[src/rtl/stimgen_pkg.sv]
package stimgen_pkg;
  typedef enum logic [1:0] {
    GEN_OFFER = 2'd0,
    GEN_AWAIT = 2'd1,
    GEN_HALT  = 2'd2
  } gen_state_e;

  localparam int unsigned PCT_FULL = 100;
endpackage

[src/rtl/stim_lfsr.sv]
module stim_lfsr #(
  parameter int unsigned   LW   = 16,
  parameter logic [LW-1:0] TAPS = 16'hB400,
  parameter logic [LW-1:0] SEED = 16'hACE1
) (
  input  logic          clk,
  input  logic          rst_n,
  input  logic          step_i,
  output logic [LW-1:0] state_o
);
  logic [LW-1:0] st_q;
  logic [LW-1:0] st_d;

  always_comb begin
    st_d = {1'b0, st_q[LW-1:1]};
    if (st_q[0]) st_d = st_d ^ TAPS;
  end

  always_ff @(posedge clk) begin
    if (!rst_n)      st_q <= SEED;
    else if (step_i) st_q <= st_d;
  end

  assign state_o = st_q;


  lfsr_nonzero_chk: assert property (@(posedge clk) disable iff (!rst_n)
    st_q != '0);
endmodule

[src/rtl/stim_next_vec.sv]
module stim_next_vec #(
  parameter int unsigned VEC_W = 4,
  localparam int unsigned SEL_W = (VEC_W > 1) ? $clog2(VEC_W) : 1
) (
  input  logic             rand_mode_i,
  input  logic [VEC_W-1:0] cur_i,
  input  logic [SEL_W-1:0] sel_i,
  output logic [VEC_W-1:0] nxt_o
);
  logic [VEC_W-1:0] flip;

  for (genvar b = 0; b < VEC_W; b++) begin : g_flip
    assign flip[b] = (sel_i == SEL_W'(b));
  end

  assign nxt_o = rand_mode_i ? (cur_i ^ flip) : (cur_i + VEC_W'(1));
endmodule

[src/rtl/stim_cov_tracker.sv]
module stim_cov_tracker #(
  parameter int unsigned VEC_W = 4,
  parameter int unsigned REP_W = 16,
  localparam int unsigned N_VEC = 1 << VEC_W,
  localparam int unsigned CNT_W = VEC_W + 1
) (
  input  logic             clk,
  input  logic             rst_n,
  input  logic             mark_i,
  input  logic [VEC_W-1:0] vec_i,
  output logic [CNT_W-1:0] count_o,
  output logic [REP_W-1:0] dup_o,
  output logic             all_o
);
  logic [N_VEC-1:0] seen_q, seen_d;
  logic [CNT_W-1:0] cnt_q, cnt_d;
  logic [REP_W-1:0] dup_q;
  logic             all_q;
  logic             hit;

  assign hit = seen_q[vec_i];

  always_comb begin
    seen_d = seen_q;
    if (mark_i) seen_d[vec_i] = 1'b1;
    cnt_d = '0;
    for (int i = 0; i < int'(N_VEC); i++) cnt_d = cnt_d + CNT_W'(seen_d[i]);
  end

  always_ff @(posedge clk) begin
    if (!rst_n) begin
      seen_q <= '0;
      cnt_q  <= '0;
      dup_q  <= '0;
      all_q  <= 1'b0;
    end else if (mark_i) begin
      seen_q <= seen_d;
      cnt_q  <= cnt_d;
      if (hit && (dup_q != '1)) dup_q <= dup_q + REP_W'(1);
      if (cnt_d == CNT_W'(N_VEC)) all_q <= 1'b1;
    end
  end

  assign count_o = cnt_q;
  assign dup_o   = dup_q;
  assign all_o   = all_q;


  count_step_chk: assert property (@(posedge clk) disable iff (!rst_n)
    1'b1 |=> (cnt_q == $past(cnt_q)) || (cnt_q == $past(cnt_q) + CNT_W'(1)));

  all_sticky_chk: assert property (@(posedge clk) disable iff (!rst_n)
    all_q |=> all_q);

  dup_mono_chk: assert property (@(posedge clk) disable iff (!rst_n)
    1'b1 |=> dup_q >= $past(dup_q));
endmodule

[src/rtl/stim_cov_gen.sv]
module stim_cov_gen #(
  parameter int unsigned VEC_W = 4,
  parameter int unsigned REP_W = 16,
  parameter int unsigned LW    = 16,
  parameter logic [LW-1:0] TAPS = 16'hB400,
  parameter logic [LW-1:0] SEED = 16'hACE1,
  localparam int unsigned CNT_W = VEC_W + 1,
  localparam int unsigned PCT_W = 7
) (
  input  logic             clk,
  input  logic             rst_n,
  input  logic             mode_i,
  output logic             gen_valid_o,
  input  logic             gen_ready_i,
  output logic [VEC_W-1:0] gen_vec_o,
  output logic             gen_apply_o,
  input  logic             eval_done_i,
  output logic [CNT_W-1:0] cov_count_o,
  output logic [PCT_W-1:0] cov_pct_o,
  output logic [REP_W-1:0] dup_count_o,
  output logic             all_cov_o
);
  import stimgen_pkg::*;

  localparam int unsigned SEL_W = (VEC_W > 1) ? $clog2(VEC_W) : 1;
  localparam int unsigned MUL_W = CNT_W + PCT_W;

  gen_state_e       st_q;
  logic             rand_q;
  logic [VEC_W-1:0] vec_q, vec_nxt;
  logic [LW-1:0]    lfsr_s;
  logic             advance;
  logic             fire;
  logic [CNT_W-1:0] cnt;
  logic             all_cov;
  logic [MUL_W-1:0] pct_prod;

  always_ff @(posedge clk) begin
    if (!rst_n) rand_q <= mode_i;
  end

  assign fire    = (st_q == GEN_OFFER) && gen_ready_i;
  assign advance = (st_q == GEN_AWAIT) && eval_done_i && !all_cov;

  stim_lfsr #(.LW(LW), .TAPS(TAPS), .SEED(SEED)) u_lfsr (
    .clk     (clk),
    .rst_n   (rst_n),
    .step_i  (advance && rand_q),
    .state_o (lfsr_s)
  );

  stim_next_vec #(.VEC_W(VEC_W)) u_next (
    .rand_mode_i (rand_q),
    .cur_i       (vec_q),
    .sel_i       (lfsr_s[SEL_W-1:0]),
    .nxt_o       (vec_nxt)
  );

  stim_cov_tracker #(.VEC_W(VEC_W), .REP_W(REP_W)) u_track (
    .clk     (clk),
    .rst_n   (rst_n),
    .mark_i  (fire),
    .vec_i   (vec_q),
    .count_o (cnt),
    .dup_o   (dup_count_o),
    .all_o   (all_cov)
  );

  always_ff @(posedge clk) begin
    if (!rst_n) begin
      st_q  <= GEN_OFFER;
      vec_q <= '0;
    end else begin
      unique case (st_q)
        GEN_OFFER: if (gen_ready_i) st_q <= GEN_AWAIT;
        GEN_AWAIT: if (eval_done_i) begin
          if (all_cov) st_q <= GEN_HALT;
          else begin
            st_q  <= GEN_OFFER;
            vec_q <= vec_nxt;
          end
        end
        default: st_q <= GEN_HALT;
      endcase
    end
  end

  assign pct_prod    = MUL_W'(cnt) * MUL_W'(PCT_FULL);
  assign cov_pct_o   = PCT_W'(pct_prod >> VEC_W);
  assign cov_count_o = cnt;
  assign all_cov_o   = all_cov;
  assign gen_valid_o = (st_q == GEN_OFFER);
  assign gen_vec_o   = vec_q;
  assign gen_apply_o = fire;

  // state for the step-shape properties below
  logic [VEC_W-1:0] last_vec_q;
  logic             have_last_q;
  always_ff @(posedge clk) begin
    if (!rst_n) begin
      last_vec_q  <= '0;
      have_last_q <= 1'b0;
    end else if (fire) begin
      last_vec_q  <= vec_q;
      have_last_q <= 1'b1;
    end
  end


  stall_hold_chk: assert property (@(posedge clk) disable iff (!rst_n)
    gen_valid_o && !gen_ready_i |=> gen_valid_o && $stable(gen_vec_o));

  halt_quiet_chk: assert property (@(posedge clk) disable iff (!rst_n)
    all_cov_o |-> !gen_valid_o);

  one_bit_step_chk: assert property (@(posedge clk) disable iff (!rst_n)
    $rose(gen_valid_o) && have_last_q && rand_q
      |-> $countones(gen_vec_o ^ last_vec_q) == 1);

  count_step_vec_chk: assert property (@(posedge clk) disable iff (!rst_n)
    $rose(gen_valid_o) && have_last_q && !rand_q
      |-> gen_vec_o == last_vec_q + VEC_W'(1));

  await_after_fire_chk: assert property (@(posedge clk) disable iff (!rst_n)
    gen_apply_o |=> !gen_valid_o);
endmodule

[config.mk]
export PLATFORM = sky130hd
export DESIGN_NAME = stim_cov_gen
export DESIGN_NICKNAME = d
export VERILOG_FILES = /design/src/rtl/stimgen_pkg.sv /design/src/rtl/stim_lfsr.sv /design/src/rtl/stim_next_vec.sv /design/src/rtl/stim_cov_tracker.sv /design/src/rtl/stim_cov_gen.sv
export SDC_FILE = /design/constraint.sdc
export NUM_CORES = 1
export LEC_CHECK = 0
export BUFFER_PORTS_ARGS = -buffer_cell sky130_fd_sc_hd__buf_2
export CAP_MARGIN = 20
export CORE_ASPECT_RATIO = 0.8
export CORE_UTILIZATION = 50
export DETAILED_ROUTE_END_ITERATION = 8
export HOLD_SLACK_MARGIN = 0.08
export PLACE_DENSITY = 0.7
export SYNTH_ARGS = -nofsm -noshare
export SYNTH_HDL_FRONTEND = slang
export SYNTH_SLANG_ARGS = --single-unit
[constraint.sdc]
create_clock -name clk -period 5.45 [get_ports clk]
set_clock_uncertainty 0.1 [all_clocks]
set_input_delay 0 -clock clk [delete_from_list [all_inputs] [get_ports clk]]
set_output_delay 0 -clock clk [all_outputs]
set_load 0.05 [all_outputs]
Word level (Yosys, flattened, before mapping)
Index checks and enable logic that the tools add are counted.
{ "totals": {"elab_cells": 64, "ramBits": 0, "romBits": 0, "latchBits": 0, "output_inout_bits": 35, "reg_bits": 61, "in_bits": 5, "mem_count": 0} }
{ "op_classes": {"mux": 11, "n_div": 0, "eq_ne": 8, "n_addsub": 17, "bitwise": 4, "magnitude_cmp": 2, "n_reduce_logical": 13, "multipliers": 1, "n_shift": 0} }
{ "op_table": {"columns": ["operator", "count"], "rows": [
  ["$add 5x1->5", 14],
  ["$mux 16", 2],
  ["$add 16x1->16 const B", 1],
  ["$ne 16x16->1 const B", 1],
  ["$or 16x16->16", 1],
  ["$mul 5x5->9 const B", 1],
  ["$logic_and 1x1->1", 6],
  ["$mux 2", 3],
  ["$reduce_and 2->1", 3],
  ["$eq 5x5->1 const B", 1],
  ["$lt 4x5->1 const B", 1],
  ["$add 4x1->4 const B", 1],
  ["$bmux 1 s4", 1],
  ["$demux 1 s4", 1],
  ["$eq 2x1->1 const B", 2],
  ["$eq 2x2->1 const B", 2],
  ["$ge 4x1->1 const B", 1],
  ["$logic_not 2->1", 2],
  ["$mux 4", 1],
  ["$not 3->4", 1],
  ["$pmux 2 s2", 1],
  ["$xor 4x4->4", 1],
  ["$reduce_and 3->1", 1],
  ["$add 1x1->2", 1],
  ["other kinds (5)", 6]
]} }

Logic depth before layout (Yosys ltp)
{ "depth": {"word_depth": 23, "ltp_mapped": 20, "mapped_depth_nobuf": 20} }

Modules after synthesis
From an unflattened synthesis, not the netlist that was laid out.
{ "unflattened": {"cells_unflattened": 363, "hier_area_um2": 3460.8} }
{ "modules_own_cells": {"columns": ["mod", "n_inst", "cells_each", "area_per_inst_um2"], "rows": [
  ["stim_cov_tracker", 1, 227, 2083.2],
  ["stim_lfsr", 1, 69, 729.4],
  ["stim_cov_gen", 1, 52, 546.8],
  ["stim_next_vec", 1, 15, 101.3]
]} }

Least setup slack after synthesis
No wires, ideal clock.
{ "synth_timing": {"path_type": "reg-to-reg", "startpoint": "reg vec_q[0] (netlist: gen_vec_o[0])", "endpoint": "reg u_track.all_q (netlist: u_track.all_o)", "path_slack_ns": 0.350, "arrival_ns": 4.885, "stages_incl_launch_ff": 17, "setup_ns": 0.115, "cell_sequence": "dfxtp_1 > inv_1 > ha_1 > a21o_1 > ha_1 > fa_1 > inv_1 > fa_1 > fa_1 > fa_1 > inv_1 > fa_1 > inv_1 > fa_1 > nand4b_1 > nor3_1 > o21a_1"} }
{ "synth_via": {"elab_chain_len": 23} }
{ "synth_rtl": {"columns": ["element", "line_no", "text"], "rows": [
  ["start, declared", "stim_cov_gen.sv:30", "logic [VEC_W-1:0] vec_q, vec_nxt;"],
  ["start signal, assigned", "stim_cov_gen.sv:80", "vec_q <= vec_nxt;"],
  ["$lt 4x5->1 (implied by the code) / $ge 4x1->1 (equally long branches)", "stim_cov_tracker.sv:25", "if (mark_i) seen_d[vec_i] = 1'b1;"],
  ["$logic_and 1x1->1 (implied by the code)", "stim_cov_tracker.sv:25", null],
  ["$mux 1 (implied by the code)", "stim_cov_tracker.sv:25", null],
  ["$demux 1 s4 (*)", null, null],
  ["$or 16x16->16 (no line) (*)", null, null],
  ["$mux 16 (*)", "stim_cov_tracker.sv:25", null],
  ["via u_track.seen_d[0]", "stim_cov_tracker.sv:15", "logic [N_VEC-1:0] seen_q, seen_d;"],
  ["$add 1x1->2 (*)", "stim_cov_tracker.sv:27", "for (int i = 0; i < int'(N_VEC); i++) cnt_d = cnt_d + CNT_W'(seen_d[i]);"],
  ["$add 5x1->5 (*) (14 in a row)", "stim_cov_tracker.sv:27", null],
  ["$eq 5x5->1 (*)", "stim_cov_tracker.sv:40", "if (cnt_d == CNT_W'(N_VEC)) all_q <= 1'b1;"],
  ["$reduce_and 2->1 (no line) (*)", null, null],
  ["end signal, assigned", "stim_cov_tracker.sv:35", "all_q <= 1'b0;"],
  ["end signal, assigned", "stim_cov_tracker.sv:40", null],
  ["end, declared", "stim_cov_tracker.sv:18", "logic all_q;"]
]} }
Mark *: on every way through the listed nets, which the timed path passes. The rest lies on a longest branch.
A chain may end at the register's enable or synchronous reset.

Worst setup path in the final report
{ "layout_timing": {"startpoint": "reg st_q[0]", "endpoint": "reg u_track.all_q (netlist: u_track.all_o)"} }
{ "layout_via": {"elab_chain_len": 20} }
{ "layout_rtl": {"columns": ["element", "line_no", "text"], "rows": [
  ["start, declared", "stim_cov_gen.sv:28", "gen_state_e st_q;"],
  ["start signal, assigned", "stim_cov_gen.sv:71", "st_q <= GEN_OFFER;"],
  ["start signal, assigned", "stim_cov_gen.sv:75", "GEN_OFFER: if (gen_ready_i) st_q <= GEN_AWAIT;"],
  ["start signal, assigned", "stim_cov_gen.sv:77", "if (all_cov) st_q <= GEN_HALT;"],
  ["$logic_not 2->1", "stim_cov_gen.sv:42", "assign fire = (st_q == GEN_OFFER) && gen_ready_i;"],
  ["$logic_and 1x1->1", "stim_cov_gen.sv:42", null],
  ["$mux 16", "stim_cov_tracker.sv:25", null],
  ["via u_track.seen_d[0]", "stim_cov_tracker.sv:15", null],
  ["$add 1x1->2", "stim_cov_tracker.sv:27", null],
  ["$add 5x1->5 (14 in a row)", "stim_cov_tracker.sv:27", null],
  ["$eq 5x5->1", "stim_cov_tracker.sv:40", null],
  ["$reduce_and 2->1 (no line)", null, null]
]} }
The timed path passes the listed nets, and every way through them passes these cells.

==> results.ini <==
[layout]
fin_nets=448
final_common_cell=dfxtp_1
area_growth_pct=14.4
diodes=0
drive_gt1_frac=0.167
utilization=0.602
n_fill_cell=585
stdcell_area_sq_mm=0.00390
final_cell_mix=dfxtp_1, nand2_1, buf_2
finalNonFillerCells=497

[timing]
max_clock_freq_mhz=198
min_period_ns=5.05
setup_viol=0
hold_slack_ns=0.272
setup_ws_ns=0.404
finalHoldViolCount=0
max-slew-margin-rel=0.394
setup_tns_ns=0
min_period_over_period=0.926
finalMaxSlewViolations=0
rsz0062_at_grt=false
worst_slew_pin_slew_ns=0.902

[critical_path]
cpPeakStageDelay_ns=0.55
crit_required_ns=5.59
cp_common_cell=fa_1
critPathLaunchType=register
critPathCaptureType=register
arrival_ns=5.18
critPathSlowestCell=fa_1
path_max_fanout=8
crit_type=reg -> reg
path_cells=nor2_4, nand2_4, nor3_1, a21o_1, ha_1, fa_1, inv_1, fa_1, fa_1, fa_1, inv_1, fa_1, inv_1, fa_1, nand4b_1, nor3_1, o21a_1

[floorplanning]
start_util=0.526
ios=40
die_w_microns=94.3
row_count=26
dieArea_sq_mm=0.00715
core_area_sq_mm=0.00647
die_h_microns=75.8

[run]
cap_violations=0

[clock_tree]
clk_latency_ns=0.34
cts_made_buffers=9
cts_sinks=61
cts_max_path_buffers=2
post-cts-setup-buffer-count=0
ctsHtreeMaxLevel=3
root_buffer=clkbuf_8
tritoncts=built
clk_pin_slew_ns=0.07

[route]
route.detailed.drc=0
detail_route.vias_per_cell=5.38
drt_iter0_drc=124
wl_per_cell_microns=14.2
num_vias=2676
routed_wl_mm=7.05
drtAntennaViolNets=0
drtPass1Iterations=4

[global_routing]
antenna_found_initial=0
grt_use_total=0.209
grt_pass1_vias=2361
grt_max_degree=37
gr-total-overflow=0
grt_pass1_wl_mm=11.3

[placement]
gp_congestion=0.808
place_area_sq_mm=0.00362
dp.cells=476
dp_hpwl_mm=5.06
portBuffers=39
dp_slack_ns=0.403

[yosys]
synthFlopType=dfxtp_1
synth_edf_count=1
async_flop_share=0
syn_inst=369
synth.avg_cell_area_sq_um=9.23
yosysWarnings=0
syn_area_sq_mm=0.00341
ys_types=55
synth_fp_nets=409
ys_seq_elements=61
synth-seq-area-share=0.361

[worst_hold_path]
hold_class=in -> reg

[power]
finalPower_mw=1.03
power.density_mw_per_mm2=264
peakVddDrop_uv=131
p_leak_nw=1.76

[outcome]
status=finished, final reports clean

registers in the layout (all words and copies together), names as in the netlist:
register / cells
u_lfsr.state_o: 16
u_track.dup_o: 16
u_track.seen_q: 16
u_track.count_o: 5
gen_vec_o: 4
st_q: 2
rand_q: 1
u_track.all_o: 1
worst paths after layout:
| check | to | start | slack [ns] | depth (start not counted) |
|---|---|---|---|---|
| worst max-delay path | u_track.all_o | st_q[0] | 0.40 | 17 |
| worst max register to register | u_track.all_o | st_q[0] | 0.40 | 17 |
| worst min register to register | u_lfsr.state_o[9] | u_lfsr.state_o[9] | 0.36 | 2 |
| worst min-delay path | rand_q | mode_i | 0.27 | 2 |
power breakdown:
| part | internal [mW] | switching [mW] |
|---|---|---|
| Sequential | 0.457 | 0.0102 |
| Combinational | 0.0403 | 0.0799 |
| Clock | 0.256 | 0.186 |
| Total | 0.753 | 0.276 |
area by class of cell:
cell class | count | area [sq um] | area share
flip-flops and latches | 61 | 1230 | 0.316
repair buffers | 45 | 270 | 0.0693
multi-input cells | 273 | 2010 | 0.516
inverters | 18 | 67.6 | 0.0173
clock inverters | 7 | 88.8 | 0.0228
clock buffers | 9 | 124 | 0.0318
well taps | 84 | 105 | 0.0270
Yosys cell counts (all sizes together) (2+ instances only):
cell,instances,area share
a211oi,3,0.0066
a21o,11,0.024
a21oi,29,0.043
a22oi,3,0.0081
a31oi,2,0.0037
and2,12,0.023
and3,2,0.0037
buf,7,0.017
clkbuf,10,0.011
dfxtp,60,0.35
fa,11,0.065
ha,24,0.088
inv,17,0.019
mux2i,14,0.041
nand2,48,0.055
nand2b,6,0.011
nand3,15,0.022
nand4,4,0.0073
nor2,23,0.028
nor2b,3,0.0055
nor3,5,0.0088
nor4,5,0.015
nor4b,2,0.0088
o211ai,4,0.0088
o21ai,7,0.010
o31ai,7,0.015
or3,2,0.0037
or4,6,0.013
xnor2,10,0.026
xor2,3,0.0077
kinds of logic after synthesis:
kind of cell    Yosys count  synth area share
mux                      14            0.0411
xor+xnor                 13            0.0334
compound gates           72             0.142
buf+inv                  35            0.0481
fa+ha+maj                35             0.153
simple gates            139             0.221
flops                    61             0.361
critical path, delay by kind of cell, from the launching register on:
family / cells / cell delay, ns
buffers and inverters: 3 / 0.18
adder cells (fa/ha/maj): 7 / 3.08
AND/OR/NAND/NOR: 5 / 0.82
flip-flops: 1 / 0.37
AO/OA/AOI/OAI: 2 / 0.39
per-layer routing:
layer | GRT usage | vias to the layer above | part of all wire
met5 | 0 | - | 0
met4 | 0.0667 | 0 | 0.011
met3 | 0.0579 | 9 | 0.042
met2 | 0.311 | 43 | 0.43
met1 | 0.294 | 1247 | 0.51
li1 | - | 1377 | -
repair_timing:
item                                   in CTS  in global routing
hold buffers                                4                  0
gates resized for setup                     0                  0
setup endpoints to repair                   0                  0
endpoints found under the hold margin      21                  0
(Power assumes the default switching activity.)
